`src/rtl/usb_ls_rx_pkg.sv`:
```
package usb_ls_rx_pkg;

  typedef enum logic [2:0] {
    ST_WAITJ,
    ST_IDLE,
    ST_CHECK,
    ST_HUNT,
    ST_DATA
  } rxState_t;

  // strobes from control to datapath
  typedef struct packed {
    logic startPkt;   // second K seen: reset bit/byte state
    logic sampleEn;   // centre of a data bit
  } rxStrobe_t;

endpackage

```
`src/rtl/usb_ls_rx_ctrl.sv`:
```
module usb_ls_rx_ctrl
  import usb_ls_rx_pkg::*;
#(
  parameter int BIT_CLKS  = 8,
  parameter int HUNT_CLKS = 8
) (
  input  logic      clk,
  input  logic      rst_n,
  input  logic      lineMinus,
  input  logic      endSeen,
  input  logic      abortOvf,
  output rxStrobe_t strobe,
  output logic      syncErr
);

  localparam int HALF_CLKS = BIT_CLKS / 2;
  localparam int EDGE_LOAD = BIT_CLKS + HALF_CLKS - 1;
  localparam int BIT_LOAD  = BIT_CLKS - 1;
  localparam int HUNT_LOAD = HUNT_CLKS - 1;
  localparam int LOAD_MAX  = (EDGE_LOAD > HUNT_LOAD) ? EDGE_LOAD : HUNT_LOAD;
  localparam int TMR_W     = $clog2(LOAD_MAX + 1);

  rxState_t         state;
  logic [TMR_W-1:0] timer;
  logic             timerZero;

  assign timerZero       = (timer == '0);
  assign strobe.startPkt = (state == ST_CHECK) && timerZero && !lineMinus;
  assign strobe.sampleEn = (state == ST_DATA) && timerZero;

  always_ff @(posedge clk or negedge rst_n) begin
    if (!rst_n) begin
      state   <= ST_WAITJ;
      timer   <= '0;
      syncErr <= 1'b0;
    end else begin
      syncErr <= 1'b0;
      case (state)
        ST_WAITJ: begin
          if (lineMinus) state <= ST_IDLE;
        end
        ST_IDLE: begin
          if (!lineMinus) begin
            state <= ST_CHECK;
            timer <= TMR_W'(EDGE_LOAD);
          end
        end
        ST_CHECK: begin
          if (!timerZero) begin
            timer <= timer - 1'b1;
          end else if (!lineMinus) begin
            state <= ST_DATA;
            timer <= TMR_W'(BIT_LOAD);
          end else begin
            state <= ST_HUNT;
            timer <= TMR_W'(HUNT_LOAD);
          end
        end
        ST_HUNT: begin
          if (!lineMinus) begin
            state <= ST_CHECK;
            timer <= TMR_W'(EDGE_LOAD);
          end else if (timerZero) begin
            state   <= ST_WAITJ;
            syncErr <= 1'b1;
          end else begin
            timer <= timer - 1'b1;
          end
        end
        ST_DATA: begin
          if (timerZero) begin
            timer <= TMR_W'(BIT_LOAD);
            if (endSeen || abortOvf) state <= ST_WAITJ;
          end else begin
            timer <= timer - 1'b1;
          end
        end
        default: state <= ST_WAITJ;
      endcase
    end
  end

  AST_SAMPLE_SPACING: assert property (@(posedge clk) disable iff (!rst_n)
    strobe.sampleEn |=> !strobe.sampleEn);

  AST_SYNC_ERR_PULSE: assert property (@(posedge clk) disable iff (!rst_n)
    syncErr |=> !syncErr);

  AST_HUNT_WINDOW: assert property (@(posedge clk) disable iff (!rst_n)
    (state == ST_HUNT) |-> (timer <= TMR_W'(HUNT_LOAD)));

endmodule

```
`src/rtl/usb_ls_rx_datapath.sv`:
```
module usb_ls_rx_datapath
  import usb_ls_rx_pkg::*;
#(
  parameter int DATA_W    = 8,
  parameter int BUF_BYTES = 11,
  parameter int STUFF_RUN = 6
) (
  input  logic                           clk,
  input  logic                           rst_n,
  input  logic                           linePlus,
  input  logic                           lineMinus,
  input  rxStrobe_t                      strobe,
  output logic                           endSeen,
  output logic                           abortOvf,
  output logic [DATA_W-1:0]              rxByte,
  output logic                           rxByteValid,
  output logic [$clog2(BUF_BYTES+1)-1:0] rxCount,
  output logic                           rxDone,
  output logic                           rxOverflow
);

  localparam int ONES_W = $clog2(STUFF_RUN + 1);
  localparam int IDX_W  = $clog2(DATA_W);
  localparam int CNT_W  = $clog2(BUF_BYTES + 1);

  logic              prevLine;
  logic [ONES_W-1:0] onesCnt;
  logic [IDX_W-1:0]  bitIdx;
  logic [DATA_W-1:0] shiftReg;
  logic [CNT_W-1:0]  byteCnt;

  logic              lineSe0;
  logic              decBit;
  logic              isStuff;
  logic              takeBit;
  logic              lastBit;
  logic [DATA_W-1:0] nextByte;

  assign lineSe0  = !linePlus && !lineMinus;
  assign decBit   = (lineMinus == prevLine);
  assign isStuff  = (onesCnt == ONES_W'(STUFF_RUN));
  assign endSeen  = strobe.sampleEn && lineSe0 && (bitIdx != '0);
  assign takeBit  = strobe.sampleEn && !endSeen && !isStuff;
  assign lastBit  = (bitIdx == IDX_W'(DATA_W - 1));
  assign nextByte = {decBit, shiftReg[DATA_W-1:1]};
  assign abortOvf = takeBit && lastBit && (byteCnt == CNT_W'(BUF_BYTES));
  assign rxCount  = byteCnt;

  always_ff @(posedge clk or negedge rst_n) begin
    if (!rst_n) begin
      prevLine    <= 1'b0;
      onesCnt     <= '0;
      bitIdx      <= '0;
      shiftReg    <= '0;
      byteCnt     <= '0;
      rxByte      <= '0;
      rxByteValid <= 1'b0;
      rxDone      <= 1'b0;
      rxOverflow  <= 1'b0;
    end else begin
      rxByteValid <= 1'b0;
      rxDone      <= 1'b0;
      rxOverflow  <= 1'b0;
      if (strobe.startPkt) begin
        prevLine <= 1'b0;             // sync ends on K
        onesCnt  <= ONES_W'(1);       // last sync bit is a one
        bitIdx   <= '0;
        shiftReg <= '0;
        byteCnt  <= '0;
      end else if (strobe.sampleEn) begin
        if (endSeen) begin
          rxDone <= 1'b1;
        end else begin
          prevLine <= lineMinus;
          if (isStuff) begin
            onesCnt <= '0;
          end else begin
            onesCnt  <= decBit ? onesCnt + ONES_W'(1) : '0;
            shiftReg <= nextByte;
            if (lastBit) begin
              bitIdx <= '0;
              if (abortOvf) begin
                rxOverflow <= 1'b1;
              end else begin
                rxByteValid <= 1'b1;
                rxByte      <= nextByte;
                byteCnt     <= byteCnt + CNT_W'(1);
              end
            end else begin
              bitIdx <= bitIdx + IDX_W'(1);
            end
          end
        end
      end
    end
  end

  AST_VALID_PULSE: assert property (@(posedge clk) disable iff (!rst_n)
    rxByteValid |=> !rxByteValid);

  AST_STUFF_RUN: assert property (@(posedge clk) disable iff (!rst_n)
    onesCnt <= ONES_W'(STUFF_RUN));

  AST_NO_OVERFLOW: assert property (@(posedge clk) disable iff (!rst_n)
    byteCnt <= CNT_W'(BUF_BYTES));

  AST_DONE_COUNT_HELD: assert property (@(posedge clk) disable iff (!rst_n)
    rxDone |-> $stable(byteCnt));

endmodule

```
`src/rtl/usb_ls_rx.sv`:
```
module usb_ls_rx
  import usb_ls_rx_pkg::*;
#(
  parameter int BIT_CLKS  = 8,
  parameter int HUNT_CLKS = 8,
  parameter int BUF_BYTES = 11,
  parameter int STUFF_RUN = 6
) (
  input  logic                           clk,
  input  logic                           rst_n,
  input  logic                           dPlus,
  input  logic                           dMinus,
  output logic [7:0]                     rxByte,
  output logic                           rxByteValid,
  output logic [$clog2(BUF_BYTES+1)-1:0] rxCount,
  output logic                           rxDone,
  output logic                           rxOverflow,
  output logic                           rxSyncErr
);

  rxStrobe_t strobe;
  logic      endSeen;
  logic      abortOvf;

  usb_ls_rx_ctrl #(
    .BIT_CLKS (BIT_CLKS),
    .HUNT_CLKS(HUNT_CLKS)
  ) u_ctrl (
    .clk      (clk),
    .rst_n    (rst_n),
    .lineMinus(dMinus),
    .endSeen  (endSeen),
    .abortOvf (abortOvf),
    .strobe   (strobe),
    .syncErr  (rxSyncErr)
  );

  usb_ls_rx_datapath #(
    .DATA_W   (8),
    .BUF_BYTES(BUF_BYTES),
    .STUFF_RUN(STUFF_RUN)
  ) u_dp (
    .clk        (clk),
    .rst_n      (rst_n),
    .linePlus   (dPlus),
    .lineMinus  (dMinus),
    .strobe     (strobe),
    .endSeen    (endSeen),
    .abortOvf   (abortOvf),
    .rxByte     (rxByte),
    .rxByteValid(rxByteValid),
    .rxCount    (rxCount),
    .rxDone     (rxDone),
    .rxOverflow (rxOverflow)
  );

  AST_ONE_EVENT: assert property (@(posedge clk) disable iff (!rst_n)
    $onehot0({rxByteValid, rxDone, rxOverflow, rxSyncErr}));

endmodule

```
`config.mk`:
```
export PLATFORM = sky130hd
export DESIGN_NAME = usb_ls_rx
export DESIGN_NICKNAME = d
export VERILOG_FILES = /design/src/rtl/usb_ls_rx_pkg.sv /design/src/rtl/usb_ls_rx_ctrl.sv /design/src/rtl/usb_ls_rx_datapath.sv /design/src/rtl/usb_ls_rx.sv
export SDC_FILE = /design/constraint.sdc
export NUM_CORES = 1
export LEC_CHECK = 0
export BUFFER_PORTS_ARGS = -buffer_cell sky130_fd_sc_hd__buf_2
export CORE_ASPECT_RATIO = 0.5
export CORE_MARGIN = 8
export CORE_UTILIZATION = 45
export DETAILED_ROUTE_END_ITERATION = 7
export PLACE_DENSITY = 0.67
export SLEW_MARGIN = 20
export SYNTH_ARGS = -nofsm -noshare
export SYNTH_HDL_FRONTEND = slang
export SYNTH_SLANG_ARGS = --single-unit
```
`constraint.sdc`:
```
create_clock -name clk -period 2.27 [get_ports clk]
set_input_delay 0.454 -clock clk [delete_from_list [all_inputs] [get_ports clk]]
set_output_delay 0.454 -clock clk [all_outputs]
set_load 0.01 [all_outputs]
```
### After elaboration in Yosys (flattened, before gate mapping)

Index checks and enable logic that the tools add are counted.

| storage, ports and cells | value |
|---|---|
| register bits | 38 |
| input port bits | 4 |
| output and inout port bits | 16 |
| word-level logic and storage cells | 121 |

| cells by class | value |
|---|---|
| $add $sub $neg | 4 |
| equality and inequality tests | 18 |
| multiplexer cells | 55 |
| bitwise logic cells | 4 |
| reductions and logical operators | 28 |

Operator list:

| operator | count |
|---|---|
| two-way mux 3 bit | 18 |
| two-way mux 4 bit | 10 |
| two-way mux 8 bit | 4 |
| two-way mux 1 bit | 21 |
| one-hot mux 3 bit (5 select lines) | 1 |
| inequality test 2 bit, second input constant | 6 |
| one-hot mux 4 bit (3 select lines) | 1 |
| AND reduction 6 bit | 2 |
| logical AND 1 bit | 10 |
| equality test 3 bit, second input constant | 3 |
| adder 3 x 1 -> 3 bit, second input constant | 2 |
| equality test 3 x 2 -> 1 bit, second input constant | 2 |
| AND reduction 3 bit | 2 |
| nonzero test 3 bit | 2 |
| AND reduction 5 bit | 1 |
| adder 4 x 1 -> 4 bit, second input constant | 1 |
| equality test 4 bit, second input constant | 1 |
| logical NOT 1 bit | 4 |
| logical NOT 4 bit | 1 |
| inequality test 2 x 1 -> 1 bit, second input constant | 2 |
| NOT 1 bit | 4 |
| nonzero test 2 bit | 2 |
| subtractor 4 x 1 -> 4 bit, second input constant | 1 |
| equality test 3 x 1 -> 1 bit, second input constant | 1 |
| other kinds (7) | 7 |

### Logic depth before layout (Yosys ltp)

Gate-level depths: netlist of the first run.

| depth | value |
|---|---|
| word-level depth | 15 |
| mapped depth | 7 |
| gate-level depth less buffers | 6 |

### Cells and area by module

Synthesis of the first run repeated with hierarchy kept, for this count alone.

| unflattened totals | value |
|---|---|
| cell total of the unflattened synthesis | 176 |
| area, all modules | 1,963.1 µm² |

By module, submodules not included:

| module | times used | cells each | area an instance (µm²) | seq. area each (µm²) |
|---|---|---|---|---|
| usb_ls_rx_datapath | 1 | 120 | 1,416.4 | 725.7 |
| usb_ls_rx_ctrl | 1 | 56 | 546.8 | 200.2 |

### Least setup slack after synthesis of the first run

Ideal clock, no wire load.

| path | value |
|---|---|
| path type | register to register |
| from | register u_ctrl.timer[0] |
| to | register u_dp.onesCnt[0] |
| setup time | 0.080 ns |
| data arrival time | 1.840 ns |
| required time | 2.190 ns |
| slack | 0.350 ns |
| cell stages (with the launch flop) | 8 |
| path buffers | 1 |
| clock period less this slack | 1.920 ns |
| cell sequence | dfrtp_1 -> inv_1 -> ha_1 -> nor3b_1 -> clkbuf_1 -> nand2_1 -> o21a_1 -> mux2i_1 |

| between the ends | value |
|---|---|
| cells in the longest elaborated chain, start to end | 6 |
| elaborated cells between the ends (all ways) | 10 |
| those cells by class | eq/ne (1); mux (1); reduce/logical (8) |

RTL lines:

| element | RTL line | text |
|---|---|---|
| start, declared | usb_ls_rx_ctrl.sv:24 | `logic [TMR_W-1:0] timer;` |
| start signal, assigned | usb_ls_rx_ctrl.sv:45 | `timer <= TMR_W'(EDGE_LOAD);` |
| start signal, assigned | usb_ls_rx_ctrl.sv:50 | `timer <= timer - 1'b1;` |
| start signal, assigned | usb_ls_rx_ctrl.sv:53 | `timer <= TMR_W'(BIT_LOAD);` |
| logical NOT 4 bit * | usb_ls_rx_ctrl.sv:27 | `assign timerZero = (timer == '0);` |
| logical AND 1 bit | usb_ls_rx_ctrl.sv:29 | `assign strobe.sampleEn = (state == ST_DATA) && timerZero;` |
| logical AND 1 bit (2 in a row) | usb_ls_rx_datapath.sv:42 | `assign endSeen = strobe.sampleEn && lineSe0 && (bitIdx != '0);` |
| inequality test 2 bit (no source line) | -- |  |
| AND reduction 2 bit (no source line) | -- |  |
| end signal, assigned | usb_ls_rx_datapath.sv:78 | `onesCnt <= decBit ? onesCnt + ONES_W'(1) : '0;` |
| end, declared | usb_ls_rx_datapath.sv:27 | `logic [ONES_W-1:0] onesCnt;` |

Every way passes the cells marked *; elsewhere a longest branch is shown, timed or not.
A chain may end at the register's enable or synchronous reset.

### Final worst setup path of the first run

| path | value |
|---|---|
| from | register u_ctrl.timer[0] |
| to | register u_dp.onesCnt[1] |

The elaborated chain is that of the path after synthesis.

==> flow_summary.toml, run 1 <==
[final_layout]
n_fill_cell = 357
diodes = 0
syn_to_final_growth_pct = 13.0
fin_util_pct = 54.4
nNetsFinal = 212
drive_gt1_share_pct = 24.4

[die]
core_area_um2 = 4000
die_height_um = 62.3
die_w_um = 109
initial_core_util_pct = 48.2
ioPinCount = 20
rows = 16
dieArea_um2 = 6760

[timing]
setup_ws_ns = 0.224
slew-limit-headroom_pct = 46.0
fmax_mhz = 489
setup-tns-final_ns = 0
drv_slew = 0
worst_pin_slew_ns = 0.811
final_hold_viol_count = 0
setup_viol = 0
final.min_clock_period_ns = 2.05
skew_ns = 0.00748
post-route-period-util_pct = 90.1
grt_setup_unrepaired = "no"

[setup_path]
critPathMaxStageDelay_ns = 0.54
critPathSlowestCell = "or3b_2"
start_kind = "flip-flop"
endpoint_kind = "flip-flop"
critical_path_required_ns = 2.50
arrival_ns = 2.28
critPathTopFamily = "simple AND/OR/NAND/NOR gates"
crit_buf_inv = 1
path_cells = "inv_1, ha_1, or3b_2, a211oi_1, nor2b_1, a22o_1"
criticalPathCategory = "reg -> reg"
critPathMaxFanout = 7

[yosys]
synth-main-ff-cell = "dfrtp_1"
synth_top_area_cell = "dfrtp_1"
async_reset_ff_share_pct = 100
yosysWarnings = 0
synth_nets = 188
synth.avg_cell_area_um2 = 11.0
synth_cells = 176
ys_seq_area_share_pct = 48.0
yosysUniqueCellTypes = 46
synthTopCellsByCount = "37 x dfrtp_1, 15 x inv_1, 15 x nand2_1"
synth.most_common_cell = "dfrtp_1"
yosysTopAreaCellShare_pct = 48.0
synth-edff-count = 0
syn_area_um2 = 1930
synth.ff_latch_count = 37
synth.area.top_cells = "dfrtp_1 48%, mux2_4 5.5%, ha_1 5.2%"

[power_and_ir_drop]
ir_worst_vdd_uv = 371
total_power_mw = 2.18
p_leak_nw = 1.17
power_density_nw_per_um2 = 1000

[clock_tree]
worstSkewPairLatency_ns = 0.29
hold_buffers = 0
h-tree-depth = 2
cts_buffers = 5
cts_tree = "built"
path_clk_slew_ns = 0.08
cts_setup_buffers = 0
ctsResizeCount = 0
cts_root_buf = "clkbuf_8"
clock-sinks = 37
clockBufferDepth = 2

[drt]
vias = 1380
drc = 0
avgViaCountPerCell = 5.41
drt_iter0_markers = 43
first_pass_iters = 4
drt.antenna.violating_nets = 0
wl_per_cell_um = 14.8
drt-total-wl_mm = 3.76

[global_routing]
gr-total-overflow = 0
grt_pass1_wl_mm = 6.51
grt_pass1_vias = 1351
grt_max_degree = 38
grt_usage_pct = 12.1
antenna_found_initial = 0

[run_status]
status = "finished clean"

[worst_hold_path]
worstHoldPathType = "in -> async"

[placement]
hpwl_mm = 2.64
dp_slack_ns = 0.290
portBuffers = 19
place.gp.congestion = 0.798

[flow_run]
cap_viol_max_count = 0
-- final cells by class --
| type | count | area, um2 | share of cell area, % |
|---|---|---|---|
| Inverter | 15 | 56.3 | 2.58 |
| Sequential cell | 37 | 926 | 42.5 |
| Clock buffer | 5 | 68.8 | 3.16 |
| Clock inverter | 3 | 22.5 | 1.03 |
| Tap cell | 54 | 67.6 | 3.10 |
| Timing Repair Buffer | 26 | 148 | 6.78 |
| Multi-Input combinational cell | 115 | 890 | 40.8 |
-- cell usage in the layout, fill, tap and decap left out, drive strengths merged --
cell type / n
clkbuf: 5
o311ai: 1
nand2: 15
nor2b: 3
nand2b: 6
nor3: 3
nand3: 1
a21o: 1
o21a: 2
a311o: 1
a2bb2oi: 1
o211ai: 1
o21ai: 3
mux2: 12
o221ai: 2
xnor2: 3
a22o: 3
nand3b: 2
nand4: 4
or3b: 2
o31ai: 1
a21oi: 13
mux2i: 9
nor4b: 1
buf: 26
o41ai: 1
clkinv: 3
dfrtp: 37
nor2: 7
o22ai: 1
a211oi: 1
ha: 8
a21boi: 2
nor4bb: 1
a31oi: 1
nor3b: 1
and3: 1
or3: 1
inv: 15
-- state kept, by name, summed over array words and instances, names as in the netlist --
register / flops
u_ctrl.state: 3
u_ctrl.syncErr: 1
u_ctrl.timer: 4
u_dp.bitIdx: 3
u_dp.onesCnt: 3
u_dp.prevLine: 1
u_dp.rxByte: 8
u_dp.rxByteValid: 1
u_dp.rxCount: 4
u_dp.rxDone: 1
u_dp.rxOverflow: 1
u_dp.shiftReg: 7
-- path summary, 6_finish.rpt --
kind                                             start                           to  slack, ns  cells after the start
setup / recovery           u_ctrl.timer[0]$_DFFE_PN0P_  u_dp.onesCnt[1]$_DFFE_PN0P_       0.22                      6
hold / removal                                   rst_n   u_dp.bitIdx[0]$_DFFE_PN0P_       0.25                      1
setup reg to reg           u_ctrl.timer[0]$_DFFE_PN0P_  u_dp.onesCnt[1]$_DFFE_PN0P_       0.22                      6
hold reg to reg             u_dp.rxByte[2]$_DFFE_PN0P_   u_dp.rxByte[2]$_DFFE_PN0P_       0.50                      1
max in group asynchronous                        rst_n  u_dp.rxCount[3]$_DFFE_PN0P_       1.51                      1
min in group clk                                dMinus  u_ctrl.state[0]$_DFFE_PN0P_       0.47                      3
-- report_power, final --
part | internal, mW | switching [mW]
logic | 0.350 | 0.420
clock network | 0.218 | 0.248
registers | 0.819 | 0.127
total | 1.39 | 0.795
-- stage by stage --
stage                     cells  cell area [um2]  hold slack (ns)
after CTS                   255             2180            0.275
after detailed placement    247             2090            0.487
final                       255             2180            0.246
after global placement      247             2090            0.481
after floorplan             176             1930            0.158
after global routing        255             2180            0.313
-- kinds of logic (layout without fill, tap and decap cells) --
logic type / count (synthesis) / in the layout / share of synthesized area [%]
and+or+nand+nor: 48 / 48 / 13.6
DFF: 37 / 37 / 48.0
AOI/OAI and AO/OA: 35 / 35 / 12.7
buffers and inverters: 24 / 49 / 6.16
muxes: 21 / 21 / 13.0
adders and majority gates: 8 / 8 / 5.19
xor gates and xnor gates: 3 / 3 / 1.36
-- worst register-to-register path: cells and delay by family (launching register included) --
kind	cells	cell delay (ns)
simple gates	2	0.79
buf+inv	1	0.09
fa+ha+maj	1	0.20
compound gates	2	0.50
flops	1	0.42
-- per-layer routing --
metal	wire [um]	GRT usage, %
met1	1860	15.8
met2	1710	18.1
met3	141	3.29
met4	49	5.25
met5	0	0
Power figures use the tool's default switching activity.
==> run 2, diff against run 1 <==
- RECOVER_POWER: unset -> 50
- SYNTH_HIERARCHICAL: unset -> 1
==> run 2 against run 1 <==
  * The flow now finishes with violations (setup timing)
  * Final cell count up 9.0%
  * Clock-buffer cell count unchanged
  * Combinational power fell by 23%
  * Global-route usage up 0.52 points
  * Sequential share of layout area decreased by 5.0 points
  * Power is 6.4% lower
  * First-iteration DRC count shrank 2.3%
  * Register-to-register slack worse by 0.48 ns
  * Synthesized cell count stayed put
  * Critical path depth rose by 4
  * Largest cell class is now multi-input combinational cells
==> flow_summary.toml, run 2 <==
[yosys]
synthTopCellsByCount = "37 x dfrtp_1, 15 x nor2_1, 11 x a21oi_1, 11 x inv_1, 10 x nand2_1"
synthSimpleGateAreaFrac_pct = 17.4
synthMuxAreaShare_pct = 10.7
yosysUniqueCellTypes = 52
syn_area_um2 = 1960
async_reset_ff_share_pct = 100
post_synth_fa_ha_maj_area_fraction_pct = 4.46
yosysWarnings = 6
synth_compound_area_share_pct = 12.5
synth_top_area_cell = "dfrtp_1"
synth_cells = 176
yosysTopAreaCellShare_pct = 47.2
synthXorXnorAreaFrac_pct = 2.17
synth.most_common_cell = "dfrtp_1"
synth.area.top_cells = "dfrtp_1 47%, mux2_4 6.1%, mux2i_1 4.6%"
synth-edff-count = 0
synth_nets = 187
synth_top_family_by_area = "simple AND/OR/NAND/NOR gates"
synth-main-ff-cell = "dfrtp_1"
synth.avg_cell_area_um2 = 11.2
ys_seq_area_share_pct = 47.2
synth.ff_latch_count = 37

[die]
initial_core_util_pct = 45.7
dieArea_um2 = 6860
die_height_um = 62.7
core_area_um2 = 4300
ioPinCount = 20
rows = 17
die_w_um = 109

[run_status]
status = "finished, violations left"
violations = "setup timing"

[drt]
drt-total-wl_mm = 4.14
drc = 0
drt_iter0_markers = 42
drt.antenna.violating_nets = 0
wl_per_cell_um = 14.9
avgViaCountPerCell = 5.22
vias = 1452
first_pass_iters = 4

[setup_path]
critPathMaxStageDelay_ns = 0.40
crit_buf_inv = 3
reg2reg_slack_ns = -0.25
criticalPathCategory = "reg -> reg"
reg2reg_depth = 10
arrival_ns = 2.69
critPathTopFamily = "simple AND/OR/NAND/NOR gates"
path_cells = "inv_2, ha_4, or3b_4, nor4b_4, and2_4, o311ai_4, or3_1, buf_6, inv_2, mux2_4"
r2r-end = "u_dp/rxByte[7]$_DFFE_PN0P_"
critical_path_required_ns = 2.44
critPathSlowestCell = "dfrtp_1"
start_kind = "flip-flop"
endpoint_kind = "flip-flop"
critPathMaxFanout = 8
crit_top_cell = "inv_2"
cp.depth = 10
r2r-start = "u_ctrl/timer[0]$_DFFE_PN0P_"

[clock_tree]
clock-sinks = 37
cts_tree = "built"
worstSkewPairLatency_ns = 0.29
cts_root_buf = "clkbuf_8"
h-tree-depth = 2
cts_buffers = 5
hold_buffers = 0
clockBufferDepth = 2
path_clk_slew_ns = 0.07

[final_layout]
layout_common_cells = "37 x dfrtp_1, 23 x buf_4, 16 x buf_2, 14 x nor2_1, 10 x nand2_1"
top_regs = "u_dp/rxByte (8), u_dp/shiftReg (7)"
largest_register_ffs = 8
layout.cells.non_filler = 278
regMostFlops = "u_dp/rxByte"
drive_gt1_share_pct = 38.9
nNetsFinal = 231
final_common_cell = "dfrtp_1"
syn_to_final_growth_pct = 25.9
diodes = 0

[power_and_ir_drop]
p_leak_nw = 1.26
ir_worst_vdd_uv = 399
power_density_nw_per_um2 = 826

[timing]
drv_slew = 0
final.min_clock_period_ns = 2.52
setup_ws_ns = -0.252
setup_viol = 11
post-route-period-util_pct = 111
grt_setup_unrepaired = "yes"
skew_ns = 0.00347
final_hold_viol_count = 0
worst_pin_slew_ns = 0.914
fmax_mhz = 397
slew-limit-headroom_pct = 39.1

[global_routing]
grt_pass1_wl_mm = 6.98
gr-total-overflow = 0
grt_max_degree = 38
grt_usage_pct = 12.6
antenna_found_initial = 0
grt_pass1_vias = 1466

[placement]
place.gp.congestion = 0.776
hpwl_mm = 2.75
portBuffers = 19
place_inst = 263
dp_slack_ns = -0.313

[worst_hold_path]
worstHoldPathType = "in -> async"

[flow_run]
cap_viol_max_count = 0
==> run 2: cell type report <==
type | count | area [um2]
tap | 57 | 71.3
inverter | 12 | 45.0
clock buffer | 5 | 68.8
multi-input combinational | 119 | 996
fill | 374 | 1830
sequential | 37 | 926
timing repair buffer | 45 | 299
clock inverter | 3 | 65.1
==> run 2: how the worst max path moves through the flow <==
| stage | from | slack (ns) | end |
|---|---|---|---|
| 2_1_floorplan | u_ctrl/timer[0]$_DFFE_PN0P_ | -0.39 | u_dp/rxByte[7]$_DFFE_PN0P_ |
| 3_3_place_gp | u_ctrl/timer[1]$_DFFE_PN0P_ | -0.27 | u_dp/rxByte[7]$_DFFE_PN0P_ |
| 3_5_place_dp | u_ctrl/timer[0]$_DFFE_PN0P_ | -0.31 | u_dp/rxByte[7]$_DFFE_PN0P_ |
| 4_1_cts | u_ctrl/timer[1]$_DFFE_PN0P_ | -0.24 | u_dp/rxByte[7]$_DFFE_PN0P_ |
| 5_1_grt | u_ctrl/timer[0]$_DFFE_PN0P_ | -0.36 | u_dp/rxByte[7]$_DFFE_PN0P_ |
| 6_report | u_ctrl/timer[0]$_DFFE_PN0P_ | -0.25 | u_dp/rxByte[7]$_DFFE_PN0P_ |
==> run 2: repair_timing <==
action                     CTS  global route
setup endpoints to repair   12            13
gates resized for setup      2            13
pin swaps                    1             6
buffers inserted             2             5
==> run 2: metal layers <==
| metal | up-vias | track usage [%] | share of wire, % |
|---|---|---|---|
| met5 | - | 0 | 0 |
| met4 | 0 | 4.01 | 0.41 |
| met3 | 2 | 3.91 | 2.3 |
| met2 | 20 | 18.7 | 47 |
| met1 | 722 | 16.9 | 51 |
| li1 | 708 | - | - |
==> run 2: cell families (layout without fill, tap and decap cells) <==
kind of cell / after synthesis / in the layout
adders and majority gates: 7 / 7
xor gates and xnor gates: 4 / 4
muxes: 17 / 17
DFF: 37 / 37
AOI/OAI and AO/OA: 34 / 34
and+or+nand+nor: 57 / 57
buffers and inverters: 20 / 65
==> run 2: metrics by stage <==
step	util, %	total power [mW]	hold WS [ns]	cell area [um2]	setup TNS, ns
finish	57.5	2.04	0.290	2470	-1.96
global placement	52.1	1.30	0.493	2240	-1.97
detailed placement	52.1	1.31	0.491	2240	-2.41
CTS	55.8	2.03	0.287	2400	-1.69
global route	57.5	2.16	0.370	2470	-3.00
floorplan	-	1.14	0.158	1990	-2.97
==> run 2: where the power goes <==
part           leakage, nW  switching, mW  internal (mW)
sequential           0.501         0.0537          0.720
clock               0.0681          0.235          0.436
combinational        0.689          0.288          0.308
==> run 3, diff against run 2 <==
- CORE_ASPECT_RATIO: 0.5 -> unset
==> run 3 against run 2 <==
  * The run still ends with setup timing left
  * Combinational power decreased by 0.8%
  * First-iteration DRC count increased by 50%
  * Hold slack got worse by 0.011 ns
  * Cell area decreased by 2.0%
  * Core utilization decreased by 0.71 points
  * Routed wire length decreased by 1.1%
  * Flip-flop and latch count unchanged
  * Clock power decreased by 13%
  * Fmax increased by 1.4%
  * Sequential share of layout area increased by 0.75 points
  * Register-to-register slack improved by 0.03 ns
  * Largest cell class unchanged
==> flow_summary.toml, run 3 (synthesis results as in run 2) <==
[die]
ioPinCount = 20
dieArea_um2 = 6730
die_height_um = 82.1
initial_core_util_pct = 46.0
core_area_um2 = 4260
die_w_um = 82.1
rows = 24

[drt]
first_pass_iters = 4
avgViaCountPerCell = 5.33
drt-total-wl_mm = 4.09
wl_per_cell_um = 15.1
vias = 1444
drc = 0
drt.antenna.violating_nets = 0
drt_iter0_markers = 63

[run_status]
violations = "setup timing"
status = "finished, violations left"

[setup_path]
cp.depth = 10
worstSetupStartpoint = "u_ctrl/timer[0]$_DFFE_PN0P_"
critPathMaxStageDelay_ns = 0.40
r2r-start = "u_ctrl/timer[0]$_DFFE_PN0P_"
r2r-end = "u_dp/rxByte[7]$_DFFE_PN0P_"
criticalPathCategory = "reg -> reg"
reg2reg_depth = 10
reg2reg_slack_ns = -0.22
critPathMaxFanout = 8
critPathSlowestCell = "dfrtp_1"
critical_path_required_ns = 2.44
endpoint_kind = "flip-flop"
start_kind = "flip-flop"
critPathCapture = "u_dp/rxByte[7]$_DFFE_PN0P_"
path_cells = "inv_2, ha_4, or3b_4, nor4b_4, and2_4, o311ai_4, or3_1, buf_6, inv_4, mux2_4"
critPathTopFamily = "simple AND/OR/NAND/NOR gates"
arrival_ns = 2.66
crit_buf_inv = 3

[global_routing]
gr-total-overflow = 0
grt_usage_pct = 13.3
grt_pass1_wl_mm = 7.00
grt_max_degree = 38
antenna_found_initial = 0
grt_pass1_vias = 1497

[final_layout]
largest_register_ffs = 8
layout_common_cells = "37 x dfrtp_1, 22 x buf_4, 16 x buf_2, 15 x nor2_1, 10 x nand2_1"
syn_to_final_growth_pct = 23.4
n_fill_cell = 364
final_common_cell = "dfrtp_1"
multi_input_area_um2 = 983
top_regs = "u_dp/rxByte (8), u_dp/shiftReg (7)"
nNetsFinal = 229
diodes = 0
regMostFlops = "u_dp/rxByte"
drive_gt1_share_pct = 37.4
regArea_um2 = 926
design_area_um2 = 2420

[clock_tree]
path_clk_slew_ns = 0.08
cts_buffers = 5
clockBufferDepth = 2
hold_buffers = 0
clock-sinks = 37
cts_root_buf = "clkbuf_8"
h-tree-depth = 2
worstSkewPairLatency_ns = 0.28
cts_tree = "built"

[power_and_ir_drop]
power_density_nw_per_um2 = 805
p_leak_nw = 1.24
ir_worst_vdd_uv = 476

[timing]
post-route-period-util_pct = 110
slew-limit-headroom_pct = 41.4
skew_ns = 0.00463
final_hold_viol_count = 0
grt_setup_unrepaired = "yes"
final.min_clock_period_ns = 2.49
setup_ws_ns = -0.217
hold_ws_ns = 0.279
drv_slew = 0
fmax_mhz = 402
worst_pin_slew_ns = 0.878
setup_viol = 11

[placement]
hpwl_mm = 2.99
portBuffers = 19
place_area_um2 = 2240
place.gp.congestion = 0.796

[flow_run]
cap_viol_max_count = 0

[worst_hold_path]
worstHoldPathType = "in -> async"
==> run 3: routing by layer <==
| layer | track usage, % | share of wire, % |
|---|---|---|
| met3 | 3.83 | 3.4 |
| met5 | 0 | 0 |
| met1 | 15.5 | 45 |
| met2 | 23.3 | 51 |
| met4 | 3.68 | 0.71 |
==> run 3: what timing repair did <==
| item | CTS | global route |
|---|---|---|
| pin swaps | 2 | 2 |
| endpoints found under the setup margin | 12 | 18 |
| gates resized for setup | 3 | 6 |
| buffers inserted | 4 | 1 |
==> run 3: worst min-delay path by stage <==
stage / start / to / slack [ns] / cells after the start
5_1_grt: rst_n / u_ctrl/timer[3]$_DFFE_PN0P_ / 0.37 / 1
3_5_place_dp: u_dp/rxByte[0]$_DFFE_PN0P_ / u_dp/rxByte[0]$_DFFE_PN0P_ / 0.50 / 1
6_report: rst_n / u_ctrl/timer[3]$_DFFE_PN0P_ / 0.28 / 1
3_3_place_gp: u_dp/shiftReg[1]$_DFFE_PN0P_ / u_dp/rxByte[0]$_DFFE_PN0P_ / 0.49 / 1
2_1_floorplan: rst_n / u_ctrl/state[0]$_DFFE_PN0P_ / 0.16 / 0
4_1_cts: rst_n / u_ctrl/timer[3]$_DFFE_PN0P_ / 0.28 / 1
==> run 3: final cells by class <==
type	instances	area share [%]
Timing Repair Buffer	43	11.6
Clock buffer	6	3.41
Multi-Input combinational cell	119	40.6
Sequential cell	37	38.2
Inverter	12	1.96
Clock inverter	2	1.55
Tap cell	52	2.69
==> run 3: power breakdown <==
group | internal, mW | switching [mW]
registers | 0.720 | 0.0526
clock network | 0.357 | 0.229
logic | 0.304 | 0.287
total | 1.38 | 0.569
==> run 3: per-stage QoR <==
step           setup WS (ns)  TNS, ns  std cells  utilization, %  total power, mW
2_1_floorplan         -0.386    -2.97        176               -             1.14
3_3_place_gp          -0.257    -1.83        259            52.5             1.29
3_5_place_dp          -0.311    -2.42        259            52.5             1.33
4_1_cts               -0.224    -1.49        271            56.3             1.96
5_1_grt               -0.334    -2.84        271            56.8             2.06
6_report              -0.217    -1.55        271            56.8             1.95
